### config.mk
export PLATFORM = sky130hd
export DESIGN_NAME = memmap_decoder
export DESIGN_NICKNAME = d
export VERILOG_FILES = /design/src/rtl/memmap_pkg.sv /design/src/rtl/mode_regs.sv /design/src/rtl/global_window.sv /design/src/rtl/space_decoder.sv /design/src/rtl/memmap_decoder.sv
export SDC_FILE = /design/constraint.sdc
export NUM_CORES = 1
export LEC_CHECK = 0
export ABC_CLOCK_PERIOD_IN_PS = 2600
export BUFFER_PORTS_ARGS = -buffer_cell sky130_fd_sc_hd__buf_2
export CORE_MARGIN = 5
export CORE_UTILIZATION = 45
export CTS_BUF_LIST = sky130_fd_sc_hd__clkbuf_16
export CTS_CLUSTER_DIAMETER = 30
export CTS_CLUSTER_SIZE = 12
export DETAILED_ROUTE_END_ITERATION = 12
export GPL_TIMING_DRIVEN = 0
export PLACE_DENSITY = 0.77
export SYNTH_ARGS = -nofsm -noshare
export SYNTH_HDL_FRONTEND = slang
export SYNTH_SLANG_ARGS = --single-unit
### constraint.sdc
create_clock -name clk -period 2.6 [get_ports clk]
set_input_delay 0.39 -clock clk [delete_from_list [all_inputs] [get_ports clk]]
set_output_delay 0.39 -clock clk [all_outputs]
set_load 0.05 [all_outputs]
### src/rtl/memmap_pkg.sv
// Shared encodings for the memory map decoder.
// Assumes a 16-bit word address and three address spaces.
package memmap_pkg;
    typedef enum logic [1:0] {
        SP_PROG = 2'd0,
        SP_DATA = 2'd1,
        SP_IO   = 2'd2
    } space_t;

    localparam int NREG    = 6;
    localparam int RG_MMR  = 0;
    localparam int RG_FLSH = 1;
    localparam int RG_RAM  = 2;
    localparam int RG_B0   = 3;
    localparam int RG_B1   = 4;
    localparam int RG_EXT  = 5;

    typedef struct packed {
        logic       mode_mp;
        logic       blk_cfg;
        logic       ram_pen;
        logic       ram_den;
        logic       gm_en;
        logic [2:0] gm_size;
    } map_state_t;
endpackage

### src/rtl/mode_regs.sv
// Holds the map-shaping state.
// The mode bit is captured from a pin while reset is low.
// Assumes a synchronous active-low reset. Writes land at the clock edge.
module mode_regs
    import memmap_pkg::*;
(
    input  logic       clk,
    input  logic       rst_n,
    input  logic       mode_pin,
    input  logic       ctl_we,
    input  logic [3:0] ctl_wdata,
    input  logic       gm_we,
    input  logic [3:0] gm_wdata,
    output map_state_t st
);
    // Control bits: reset defaults, or the software write.
    always_ff @(posedge clk) begin
        if (!rst_n) begin
            st.mode_mp <= mode_pin;
            st.blk_cfg <= 1'b0;
            st.ram_pen <= 1'b1;
            st.ram_den <= 1'b1;
        end else if (ctl_we) begin
            st.mode_mp <= ctl_wdata[0];
            st.blk_cfg <= ctl_wdata[1];
            st.ram_pen <= ctl_wdata[2];
            st.ram_den <= ctl_wdata[3];
        end
    end

    // Global window register: disabled at reset.
    always_ff @(posedge clk) begin
        if (!rst_n) begin
            st.gm_en   <= 1'b0;
            st.gm_size <= 3'd0;
        end else if (gm_we) begin
            st.gm_en   <= gm_wdata[3];
            st.gm_size <= gm_wdata[2:0];
        end
    end
endmodule

### src/rtl/global_window.sv
// Flags addresses inside the global window at the top of the space.
// The window is 2^(MIN_LOG2+size) words, ending at the highest address.
// Assumes MIN_LOG2 + 7 <= ADDR_W.
module global_window #(
    parameter int ADDR_W   = 16,
    parameter int MIN_LOG2 = 8
) (
    input  logic              en,
    input  logic [2:0]        size,
    input  logic [ADDR_W-1:0] addr,
    output logic              hit
);
    logic [ADDR_W-1:0] top_mask;

    // The address is in the window when all of its upper bits are set.
    always_comb begin
        top_mask = {ADDR_W{1'b1}} << (MIN_LOG2 + int'(size));
        hit      = en && (&(addr | ~top_mask));
    end
endmodule

### src/rtl/space_decoder.sv
// Combinational region decode for a single access.
// Priority: register space, then global window, then on-chip blocks,
// then external.
// Assumes the ranges in the parameters do not run past the top address.
module space_decoder
    import memmap_pkg::*;
#(
    parameter int          ADDR_W    = 16,
    parameter int          MMR_WORDS = 96,
    parameter int          BLK_LOG2  = 8,
    parameter int          RAM_WORDS = 4096,
    parameter int          FLASH_WDS = 32768,
    parameter logic [15:0] B0_DBASE  = 16'h0100,
    parameter logic [15:0] B1_DBASE  = 16'h0300,
    parameter logic [15:0] B0_PBASE  = 16'hFE00,
    parameter logic [15:0] RAM_DBASE = 16'h0800,
    parameter logic [15:0] RAM_PBASE = 16'h8000
) (
    input  logic              acc_valid,
    input  logic [1:0]        acc_space,
    input  logic [ADDR_W-1:0] acc_addr,
    input  map_state_t        st,
    input  logic              gbl_hit,
    output logic [NREG-1:0]   region_sel,
    output logic [ADDR_W-1:0] local_addr,
    output logic              bus_req
);
    localparam int MIRROR_WDS = 2 << BLK_LOG2;

    typedef struct packed {
        logic              in;
        logic [ADDR_W-1:0] off;
    } rng_t;

    // Window test: the offset from the base is valid only at or above the base.
    function automatic rng_t in_rng(input logic [ADDR_W-1:0] a,
                                    input logic [ADDR_W-1:0] base,
                                    input int                words);
        rng_t r;
        r.off = a - base;
        r.in  = (a >= base) && (int'(r.off) < words);
        return r;
    endfunction

    rng_t r_b0d, r_b1d, r_b0p, r_ramd, r_ramp, r_flash;
    logic is_prog, is_data;

    // Range matches for every candidate region.
    always_comb begin
        is_prog = (acc_space == SP_PROG);
        is_data = (acc_space == SP_DATA);
        r_b0d   = in_rng(acc_addr, B0_DBASE, MIRROR_WDS);
        r_b1d   = in_rng(acc_addr, B1_DBASE, MIRROR_WDS);
        r_b0p   = in_rng(acc_addr, B0_PBASE, MIRROR_WDS);
        r_ramd  = in_rng(acc_addr, RAM_DBASE, RAM_WORDS);
        r_ramp  = in_rng(acc_addr, RAM_PBASE, RAM_WORDS);
        r_flash = in_rng(acc_addr, '0, FLASH_WDS);
    end

    // Priority selection of one region and its local offset.
    always_comb begin
        region_sel = '0;
        local_addr = acc_addr;
        bus_req    = 1'b0;
        if (acc_valid) begin
            if (is_data && int'(acc_addr) < MMR_WORDS) begin
                region_sel[RG_MMR] = 1'b1;
            end else if (is_data && gbl_hit) begin
                region_sel[RG_EXT] = 1'b1;
                bus_req            = 1'b1;
            end else if (is_data && !st.blk_cfg && r_b0d.in) begin
                region_sel[RG_B0] = 1'b1;
                local_addr        = ADDR_W'(r_b0d.off[BLK_LOG2-1:0]);
            end else if (is_data && r_b1d.in) begin
                region_sel[RG_B1] = 1'b1;
                local_addr        = ADDR_W'(r_b1d.off[BLK_LOG2-1:0]);
            end else if (is_data && st.ram_den && r_ramd.in) begin
                region_sel[RG_RAM] = 1'b1;
                local_addr         = r_ramd.off;
            end else if (is_prog && !st.mode_mp && r_flash.in) begin
                region_sel[RG_FLSH] = 1'b1;
                local_addr          = r_flash.off;
            end else if (is_prog && st.ram_pen && r_ramp.in) begin
                region_sel[RG_RAM] = 1'b1;
                local_addr         = r_ramp.off;
            end else if (is_prog && st.blk_cfg && r_b0p.in) begin
                region_sel[RG_B0] = 1'b1;
                local_addr        = ADDR_W'(r_b0p.off[BLK_LOG2-1:0]);
            end else begin
                region_sel[RG_EXT] = 1'b1;
            end
        end
    end
endmodule

### src/rtl/memmap_decoder.sv
// Top of the memory map decoder: mode state, global window test and
// region decode. Outputs follow the access inputs in the same cycle.
// State writes take effect at the next clock edge.
module memmap_decoder
    import memmap_pkg::*;
#(
    parameter int ADDR_W   = 16,
    parameter int MIN_LOG2 = 8
) (
    input  logic              clk,
    input  logic              rst_n,
    input  logic              mode_pin,
    input  logic              ctl_we,
    input  logic [3:0]        ctl_wdata,
    input  logic              gm_we,
    input  logic [3:0]        gm_wdata,
    input  logic              acc_valid,
    input  logic [1:0]        acc_space,
    input  logic [ADDR_W-1:0] acc_addr,
    output logic [NREG-1:0]   region_sel,
    output logic [ADDR_W-1:0] local_addr,
    output logic              ext_acc,
    output logic              bus_req
);
    map_state_t st;
    logic       gbl_hit;

    mode_regs u_regs (
        .clk(clk), .rst_n(rst_n), .mode_pin(mode_pin),
        .ctl_we(ctl_we), .ctl_wdata(ctl_wdata),
        .gm_we(gm_we), .gm_wdata(gm_wdata), .st(st)
    );

    global_window #(.ADDR_W(ADDR_W), .MIN_LOG2(MIN_LOG2)) u_gw (
        .en(st.gm_en), .size(st.gm_size), .addr(acc_addr), .hit(gbl_hit)
    );

    space_decoder #(.ADDR_W(ADDR_W)) u_dec (
        .acc_valid(acc_valid), .acc_space(acc_space), .acc_addr(acc_addr),
        .st(st), .gbl_hit(gbl_hit), .region_sel(region_sel),
        .local_addr(local_addr), .bus_req(bus_req)
    );

    // External flag taken from the one-hot select.
    assign ext_acc = region_sel[RG_EXT];
endmodule

[Word-level counts from Yosys, hierarchy flattened]
Cells that the tools add are included.
Word-level totals
  word-level logic and storage cells: 91
  register bits after elaboration: 8
  bits of input ports: 32
Operators by class
  multiplexer cells: 37
  magnitude comparators: 13
  equal/unequal tests: 2
  shift operators: 1
  bitwise logic cells: 2
  reductions and logical operators: 24
  add/subtract/negate cells: 6
Operators by type and width (number)
  2-to-1 mux 16 bit: 9
  less-than comparator 16 x 10 -> 1 bit, second input constant: 3
  greater-or-equal comparator 16 bit, second input constant: 2
  less-than comparator 16 x 13 -> 1 bit, second input constant: 2
  << shifter 16 x 32 -> 16 bit, first input constant: 1
  subtractor 16 bit, second input constant: 2
  logical AND 1 bit: 20
  2-to-1 mux 1 bit: 19
  greater-or-equal comparator 16 x 1 -> 1 bit, second input constant: 1
  greater-or-equal comparator 16 x 10 -> 1 bit, second input constant: 1
  greater-or-equal comparator 16 x 12 -> 1 bit, second input constant: 1
  greater-or-equal comparator 16 x 9 -> 1 bit, second input constant: 1
  less-than comparator 16 bit, second input constant: 1
  less-than comparator 16 x 7 -> 1 bit, second input constant: 1
  inverter 16 bit: 1
  OR 16 bit: 1
  AND reduction 16 bit: 1
  subtractor 16 x 10 -> 16 bit, second input constant: 1
  subtractor 16 x 12 -> 16 bit, second input constant: 1
  subtractor 16 x 9 -> 16 bit, second input constant: 1
  2-to-1 mux 4 bit: 3
  2-to-1 mux 2 bit: 3
  2-to-1 mux 6 bit: 1
  adder 4 x 3 -> 5 bit, first input constant: 1
  other kinds (6): 7

[Depth between registers and ports, before layout]
Gate-level depths: netlist of the first run.
  word-level depth: 13
  mapped depth: 9

[Cells and area by module]
Synthesis of the first run repeated with hierarchy kept, for this count alone.
Second synthesis, totals
  cells, all modules: 135
  area, all modules: 1107.3 um2
Modules (own cells, without submodules)
  space_decoder: cells each 97, times used 1, area an instance 710.7 um2, sequential area each 0.0 um2
  mode_regs: cells each 29, times used 1, area an instance 326.6 um2, sequential area each 170.2 um2
  global_window: cells each 8, times used 1, area an instance 62.6 um2, sequential area each 0.0 um2
  memmap_decoder: cells each 1, times used 1, area an instance 7.5 um2, sequential area each 0.0 um2

[Least setup slack after synthesis of the first run]
OpenSTA, ideal clock, no wires.
  path type: in2out
  start point: input port acc_addr[10]
  end point: output port region_sel[5]
  path buffers: 2
  arrival: 3.004 ns
  required time: 2.210 ns
  cell stages on the path: 9
  path slack: -0.794 ns
  cells stage by stage: buf_4 inv_1 ha_1 a21boi_0 or2_0 a211o_1 o2111ai_2 nor3_1 buf_4
On the way
  longest elaborated chain between the ends: 13
  elaborated cells between the ends (all ways): 44
Ends and longest elaborated chain
  from (decl): RTL line memmap_decoder.sv:19  | input logic [ADDR_W-1:0] acc_addr,
  subtractor 16 bit: RTL line space_decoder.sv:40  | r.off = a - base;
  less-than comparator 16 x 10 -> 1 bit: RTL line space_decoder.sv:41  | r.in = (a >= base) && (int'(r.off) < words);
  logical AND 1 bit: RTL line space_decoder.sv:41
  logical AND 1 bit: RTL line space_decoder.sv:86  | end else if (is_prog && st.blk_cfg && r_b0p.in) begin
  2-to-1 mux 1 bit: RTL line space_decoder.sv:86
  2-to-1 mux 1 bit: RTL line space_decoder.sv:83  | end else if (is_prog && st.ram_pen && r_ramp.in) begin
  2-to-1 mux 1 bit: RTL line space_decoder.sv:80  | end else if (is_prog && !st.mode_mp && r_flash.in) begin
  2-to-1 mux 1 bit: RTL line space_decoder.sv:77  | end else if (is_data && st.ram_den && r_ramd.in) begin
  2-to-1 mux 1 bit: RTL line space_decoder.sv:74  | end else if (is_data && r_b1d.in) begin
  2-to-1 mux 2 bit: RTL line space_decoder.sv:71  | end else if (is_data && !st.blk_cfg && r_b0d.in) begin
  2-to-1 mux 1 bit: RTL line space_decoder.sv:68  | end else if (is_data && gbl_hit) begin
  2-to-1 mux 5 bit *: RTL line space_decoder.sv:66  | if (is_data && int'(acc_addr) < MMR_WORDS) begin
  2-to-1 mux 6 bit *: RTL line space_decoder.sv:65  | if (acc_valid) begin
  to (decl): RTL line memmap_decoder.sv:20  | output logic [NREG-1:0] region_sel,
Every way passes the cells marked *; elsewhere a longest branch is shown, timed or not.

[Worst setup path after layout of the first run]
  start point: input port acc_addr[12]
  end point: output port region_sel[5]
Same word-level chain as after synthesis.

==> results of run 1 <==
[layout by cell type (no fill, tap or decap), drive strengths merged, types with 3 or more instances in the layout]
cell type  count
nor2           7
a21oi          9
nor2b          6
clkbuf         9
o21ai          4
inv            7
nand3          4
and3           3
nand4b         5
nand2          4
dfxtp          7
nand2b         5
buf           63
nor3           5
ha             9
mux2i          7
a21boi         3
nor4           5
[critical path: cells and delay by family]
family / cells / cell delay, ns
AOI/OAI and AO/OA: 2 / 0.61
xor gates and xnor gates: 1 / 0.17
adders and majority gates: 1 / 0.19
buffers and inverters: 4 / 0.55
and+or+nand+nor: 2 / 0.24
[area by class of cell]
class	count	area (um2)	area share
Sequential cell	8	170	0.104
Buffer	13	90.1	0.0553
Tap cell	28	35.0	0.0215
Clock inverter	1	3.75	0.00230
Inverter	7	40.0	0.0246
Clock buffer	3	75.1	0.0460
Timing Repair Buffer	56	352	0.216
Multi-Input combinational cell	100	865	0.530
[cell families (layout without fill, tap and decap cells)]
group / count (synthesis) / count (layout) / share of synthesized area
AO/OA/AOI/OAI: 29 / 29 / 0.214
XOR/XNOR: 2 / 2 / 0.0162
adder cells (fa/ha/maj): 9 / 9 / 0.104
buffers and inverters: 22 / 80 / 0.119
flip-flops: 8 / 8 / 0.158
multiplexers: 7 / 7 / 0.0649
AND/OR/NAND/NOR: 53 / 53 / 0.323
[power groups by stage]
stage / sequential [mW] / combinational, mW / clock, mW
global route: 0.142 / 0.258 / 0.270
global placement: 0.142 / 0.203 / 0
finish: 0.141 / 0.242 / 0.260
CTS: 0.141 / 0.226 / 0.266
detailed placement: 0.142 / 0.208 / 0
floorplan: 0.140 / 0.146 / 0
[cells in the mapped netlist (all sizes together) (3+ instances only)]
| cell type | number | area share |
|---|---|---|
| a21boi | 3 | 0.021 |
| a21oi | 9 | 0.042 |
| and3 | 3 | 0.019 |
| buf | 12 | 0.085 |
| clkbuf | 3 | 0.010 |
| dfxtp | 7 | 0.13 |
| ha | 9 | 0.10 |
| inv | 7 | 0.024 |
| mux2i | 7 | 0.065 |
| nand2 | 4 | 0.014 |
| nand2b | 5 | 0.029 |
| nand3 | 4 | 0.023 |
| nand4b | 5 | 0.041 |
| nor2 | 7 | 0.031 |
| nor2b | 6 | 0.035 |
| nor3 | 5 | 0.023 |
| nor4 | 5 | 0.035 |
| o21ai | 4 | 0.019 |
[metal layers]
metal / global-route usage / vias to the layer above / share of wire
met5: 0 / - / 0
met4: 0.0874 / 0 / 0.022
met3: 0.0261 / 9 / 0.092
met2: 0.390 / 67 / 0.53
met1: 0.224 / 573 / 0.36
li1: - / 588 / -
[timing repair]
item | in CTS | in global routing
buffers inserted | 3 | 2
setup endpoints to repair | 13 | 13
pin swaps | 6 | 8
gates resized for setup | 20 | 17
[worst paths after layout]
check | cells after the start | endpoint
setup / recovery | 10 | region_sel[5]
hold / removal | 3 | u_regs.st[4]
setup reg to reg | 2 | u_regs.st[0]
hold reg to reg | 2 | u_regs.st[4]
[through the flow]
stage	hold WS [ns]	TNS [ns]	instances	worst slack, ns	area [um2]
after CTS	0.378	-0.0144	215	-0.0144	1560
after global placement	0.466	-1.84	209	-0.267	1390
after global routing	0.391	-0.000955	216	-0.000955	1630
final	0.379	0	216	0.0521	1630
after detailed placement	0.481	-2.13	209	-0.290	1390
after floorplan	0.441	-0.991	130	-0.321	1100
==> flow_summary.ini, run 1 <==
[sta]
max_freq_mhz = 392
endpoints_failing_setup = 0
timing_max_transition_violations_final = 0
post-route-period-util = 0.980
finalCriticalPeriod_ns = 2.55
fin_skew_ns = 0
max_slew.worst_pin.slew_ns = 0.433
max_slew_margin = 0.709
hold_vio_cnt_final = 0

[cts]
cts-htree-levels = 1
holdBufCountCts = 0
cts_tree = yes
cts_max_path_buffers = 2
worst_skew_pair_later_pin_latency_ns = 0.23
cts_root_buffer = sky130_fd_sc_hd__clkbuf_16
clock-sinks = 8
cts-buffers-inserted = 3
clkTransAtPathRegs_ns = 0.04

[finish]
largest_register_ff_count = 8
regMostFlops = u_regs.st
area_growth_pct = 51.0
fillerInstances = 189
final_layout_size_suffix_gt1_frac = 0.505
finalCoreUtilization = 0.723
finish.net_count = 230
largestRegisters = u_regs.st (8)
n_antenna_cell = 0

[drt]
wire_per_inst_um = 16.3
ant_nets = 0
detail_route.wirelength_um = 3530
drt_pre_antenna_iters = 4
vias = 1237
detailedRoute.firstIterationViolations = 65
post_drt_via_cell_ratio = 5.73
detail_route.drc_violations = 0

[global_routing]
grt_antenna_before_repair = 0
grt_pass1_vias = 1241
global_route_overflow = 0
global_route.usage.total = 0.205
grt_pass1_wl_um = 5570
grt_start_max_net_pins = 11

[synth]
syn_avg_cell_area_um2 = 8.31
synth_cell_types = 48
number_of_enable_flip_flop_cells_after_synthesis = 1
synthesis.nets = 171
syn-instance-count = 130
synthFlopType = sky130_fd_sc_hd__dfxtp_1
synth-seq-area-share = 0.158
synth.yosys.warnings = 0
synth.cell_area_mm2 = 0.00108
synthesized_flop_and_latch_total = 8
synth-async-reset-ratio = 0

[critical_path]
timing.setup.critical_path_class = in -> out
cp_data_arrival_time_ns = 2.16
worstSetupEndpointType = output pin
cp_slowest_stage_delay_ns = 0.32
worstSetupStartpoint = acc_addr[12]
worst_ep_required_time_ns = 2.21
reg2reg_from = u_regs.st[0]
cpMaxStageDelayCell = sky130_fd_sc_hd__o31a_1
setup.reg_to_reg.worst_slack_ns = 1.91
worst-path-max-fanout = 5
critical_path.cell_chain = buf_2, inv_1, ha_4, xnor2_2, nand4_1, o31a_1, o2111ai_4, nor3_2, buf_4, buf_8
critical_path_start_type = input port

[power]
netSwitchingFraction = 0.333
totalPowerFinal_uw = 643
total_leakage_power_nw = 0.806
power_frac_comb = 0.376
clock_power_share = 0.405
sequential_power_share = 0.219
internal_power_uw = 429
ir_drop_uv = 485
switching_power_uw = 214
power-per-cell-area_mw_per_mm2 = 394

[die]
core_mm2 = 0.00225
die-width_um = 59.0
starting_density_of_the_core = 0.479
ios = 56
placementRows = 17
die-height_um = 59.0
die_area_mm2 = 0.00348

[place]
dpl_hpwl_um = 2640
gp_congestion = 0.909
numPortBuffers = 51

[worst_hold_path]
hold_path.startpoint = ctl_wdata[3]
path_category_of_the_worst_min_delay_check = in -> reg

[status]
status = completed

[job]
cap_violations = 0
(Power assumes the default switching activity.)
==> inputs of run 2 (changes only) <==
--- a/config.mk
+++ b/config.mk
@@ -7,14 +7,16 @@
 export LEC_CHECK = 0
 export ABC_CLOCK_PERIOD_IN_PS = 2600
 export BUFFER_PORTS_ARGS = -buffer_cell sky130_fd_sc_hd__buf_2
+export CELL_PAD_IN_SITES_DETAIL_PLACEMENT = 1
+export CELL_PAD_IN_SITES_GLOBAL_PLACEMENT = 1
 export CORE_MARGIN = 5
-export CORE_UTILIZATION = 45
+export CORE_UTILIZATION = 31
 export CTS_BUF_LIST = sky130_fd_sc_hd__clkbuf_16
 export CTS_CLUSTER_DIAMETER = 30
 export CTS_CLUSTER_SIZE = 12
 export DETAILED_ROUTE_END_ITERATION = 12
 export GPL_TIMING_DRIVEN = 0
-export PLACE_DENSITY = 0.77
+export PLACE_DENSITY = 0.76
 export SYNTH_ARGS = -nofsm -noshare
 export SYNTH_HDL_FRONTEND = slang
 export SYNTH_SLANG_ARGS = --single-unit
==> run 2 against run 1 <==
Against the previous run:
- global-route usage shrank 4.8 points
- largest cell class unchanged
- sequential share of layout area about the same
- combinational power is 2% lower
- fmax grew 0.52%
- clock-buffer cell count is the same
==> flow_summary.ini, run 2 (synthesis gave the netlist of run 1 again) <==
[status]
status = completed

[drt]
wire_per_inst_um = 16.1
detail_route.wirelength_um = 3740
drt_pre_antenna_iters = 4
detail_route.drc_violations = 0
detailedRoute.firstIterationViolations = 10
post_drt_via_cell_ratio = 5.20
vias = 1206
ant_nets = 0

[sta]
max_freq_mhz = 395
timing_max_transition_violations_final = 0
rsz0062_at_grt = no
endpoints_failing_setup = 0
max_slew_margin = 0.734
finalCriticalPeriod_ns = 2.53
post-route-period-util = 0.975
hold_vio_cnt_final = 0
fin_skew_ns = 0
final_critical_path_setup_slack_ns = 0.0652
max_slew.worst_pin.slew_ns = 0.395

[critical_path]
cpLargestDelayFamily = simple AND/OR/NAND/NOR gates
cpMaxStageDelayCell = sky130_fd_sc_hd__or4b_4
reg2reg_depth = 2
critical_path_buf_inv_count = 4
worstSetupEndpointType = output pin
timing.setup.critical_path_class = in -> out
critical_path.cell_chain = buf_8, inv_8, ha_4, and4bb_1, o21ai_1, or4b_4, o2111ai_4, nor3_2, buf_4, buf_8
worst-path-max-fanout = 10
critical_path_start_type = input port
worst_ep_required_time_ns = 2.21
cp_slowest_stage_delay_ns = 0.54
worst_path_most_repeated_cell = sky130_fd_sc_hd__buf_8
cp_data_arrival_time_ns = 2.14
cp_num_cells = 10

[worst_hold_path]
hold_path_depth = 3
path_category_of_the_worst_min_delay_check = in -> reg

[finish]
area_growth_pct = 51.2
multi_input_comb_area_um2 = 857
register_area_um2 = 170
regMostFlops = u_regs.st
finish.net_count = 228
final_layout_size_suffix_gt1_frac = 0.495
commonest_cells_after_routing_fill_and_taps_aside = 40 x sky130_fd_sc_hd__buf_2, 20 x sky130_fd_sc_hd__buf_4, 8 x sky130_fd_sc_hd__a21oi_1, 7 x sky130_fd_sc_hd__mux2i_1, 7 x sky130_fd_sc_hd__dfxtp_1
largestRegisters = u_regs.st (8)
fillerInstances = 424
layout.cell_area.non_filler_mm2 = 0.00163
layout_commonest_cell = sky130_fd_sc_hd__buf_2
largest_register_ff_count = 8
n_antenna_cell = 0

[cts]
cts-buffers-inserted = 3
cts-htree-levels = 1
cts_root_buffer = sky130_fd_sc_hd__clkbuf_16
holdBufCountCts = 0
clock-sinks = 8
clkTransAtPathRegs_ns = 0.04
cts_max_path_buffers = 2
cts_tree = yes
worst_skew_pair_later_pin_latency_ns = 0.23

[die]
ios = 56
die-height_um = 69.0
starting_density_of_the_core = 0.321
placementRows = 21
core_mm2 = 0.00336
die_area_mm2 = 0.00476
die-width_um = 69.0

[place]
gp_congestion = 0.859
place_area_mm2 = 0.00141
dpl_hpwl_um = 3120
dpl_worst_slack_ns = -0.315
numPortBuffers = 51

[global_routing]
grt_start_max_net_pins = 11
global_route.usage.total = 0.157
grt_pass1_wl_um = 6260
global_route_overflow = 0
grt_antenna_before_repair = 0
grt_pass1_vias = 1287

[power]
total_leakage_power_nw = 0.799
internal_power_uw = 426
power_frac_comb = 0.369
power-per-cell-area_mw_per_mm2 = 392
switching_power_uw = 215
netSwitchingFraction = 0.335
clock_power_share = 0.410
sequential_power_share = 0.221
ir_drop_uv = 399

[job]
cap_violations = 0
-- run 2: layout make-up --
| cell class | instances | share of cell area |
|---|---|---|
| plain buffers | 13 | 0.0552 |
| well taps | 46 | 0.0352 |
| inverters | 7 | 0.0284 |
| clock inverters | 1 | 0.00230 |
| repair buffers | 54 | 0.204 |
| clock buffers | 3 | 0.0460 |
| multi-input cells | 100 | 0.525 |
| flip-flops and latches | 8 | 0.104 |
-- run 2: worst register-to-register path, delay by kind of cell (launching register included) --
| kind | cells | cell delay (ns) |
|---|---|---|
| and+or+nand+nor | 1 | 0.14 |
| DFF | 1 | 0.37 |
| muxes | 1 | 0.10 |
-- run 2: final timing paths --
kind / start / end / slack, ns
setup / recovery: acc_addr[10] / region_sel[5] / 0.07
hold / removal: ctl_wdata[2] / u_regs.st[5] / 0.37
setup reg to reg: u_regs.st[2] / u_regs.st[2] / 1.92
hold reg to reg: u_regs.st[5] / u_regs.st[5] / 0.51
-- run 2: power by group through the flow --
stage / clock [mW] / sequential [mW] / combinational, mW
floorplan: 0 / 0.140 / 0.146
global placement: 0 / 0.142 / 0.206
detailed placement: 0 / 0.143 / 0.213
CTS: 0.268 / 0.141 / 0.225
global route: 0.273 / 0.143 / 0.254
finish: 0.263 / 0.141 / 0.236
-- run 2: per-stage QoR --
| step | std cells | setup TNS [ns] | hold slack, ns | power, mW | util |
|---|---|---|---|---|---|
| finish | 232 | 0 | 0.374 | 0.640 | 0.485 |
| global route | 232 | 0 | 0.413 | 0.670 | 0.485 |
| CTS | 229 | 0 | 0.374 | 0.634 | 0.462 |
| detailed placement | 227 | -2.52 | 0.483 | 0.356 | 0.420 |
| global placement | 227 | -2.21 | 0.472 | 0.348 | 0.420 |
| floorplan | 130 | -0.991 | 0.441 | 0.286 | - |
-- run 2: what timing repair did --
item                                    CTS  global route
endpoints found under the setup margin   13            13
setup buffers                             0             3
endpoints found under the hold margin     0             0
resized for setup                        21            20
pin swaps                                 7             6
-- run 2: layer usage --
layer	part of all wire	global-route usage	wire, um
met5	0	0	0
met4	0.0099	0.0456	37
met3	0.063	0.0291	237
met2	0.50	0.288	1870
met1	0.43	0.183	1600
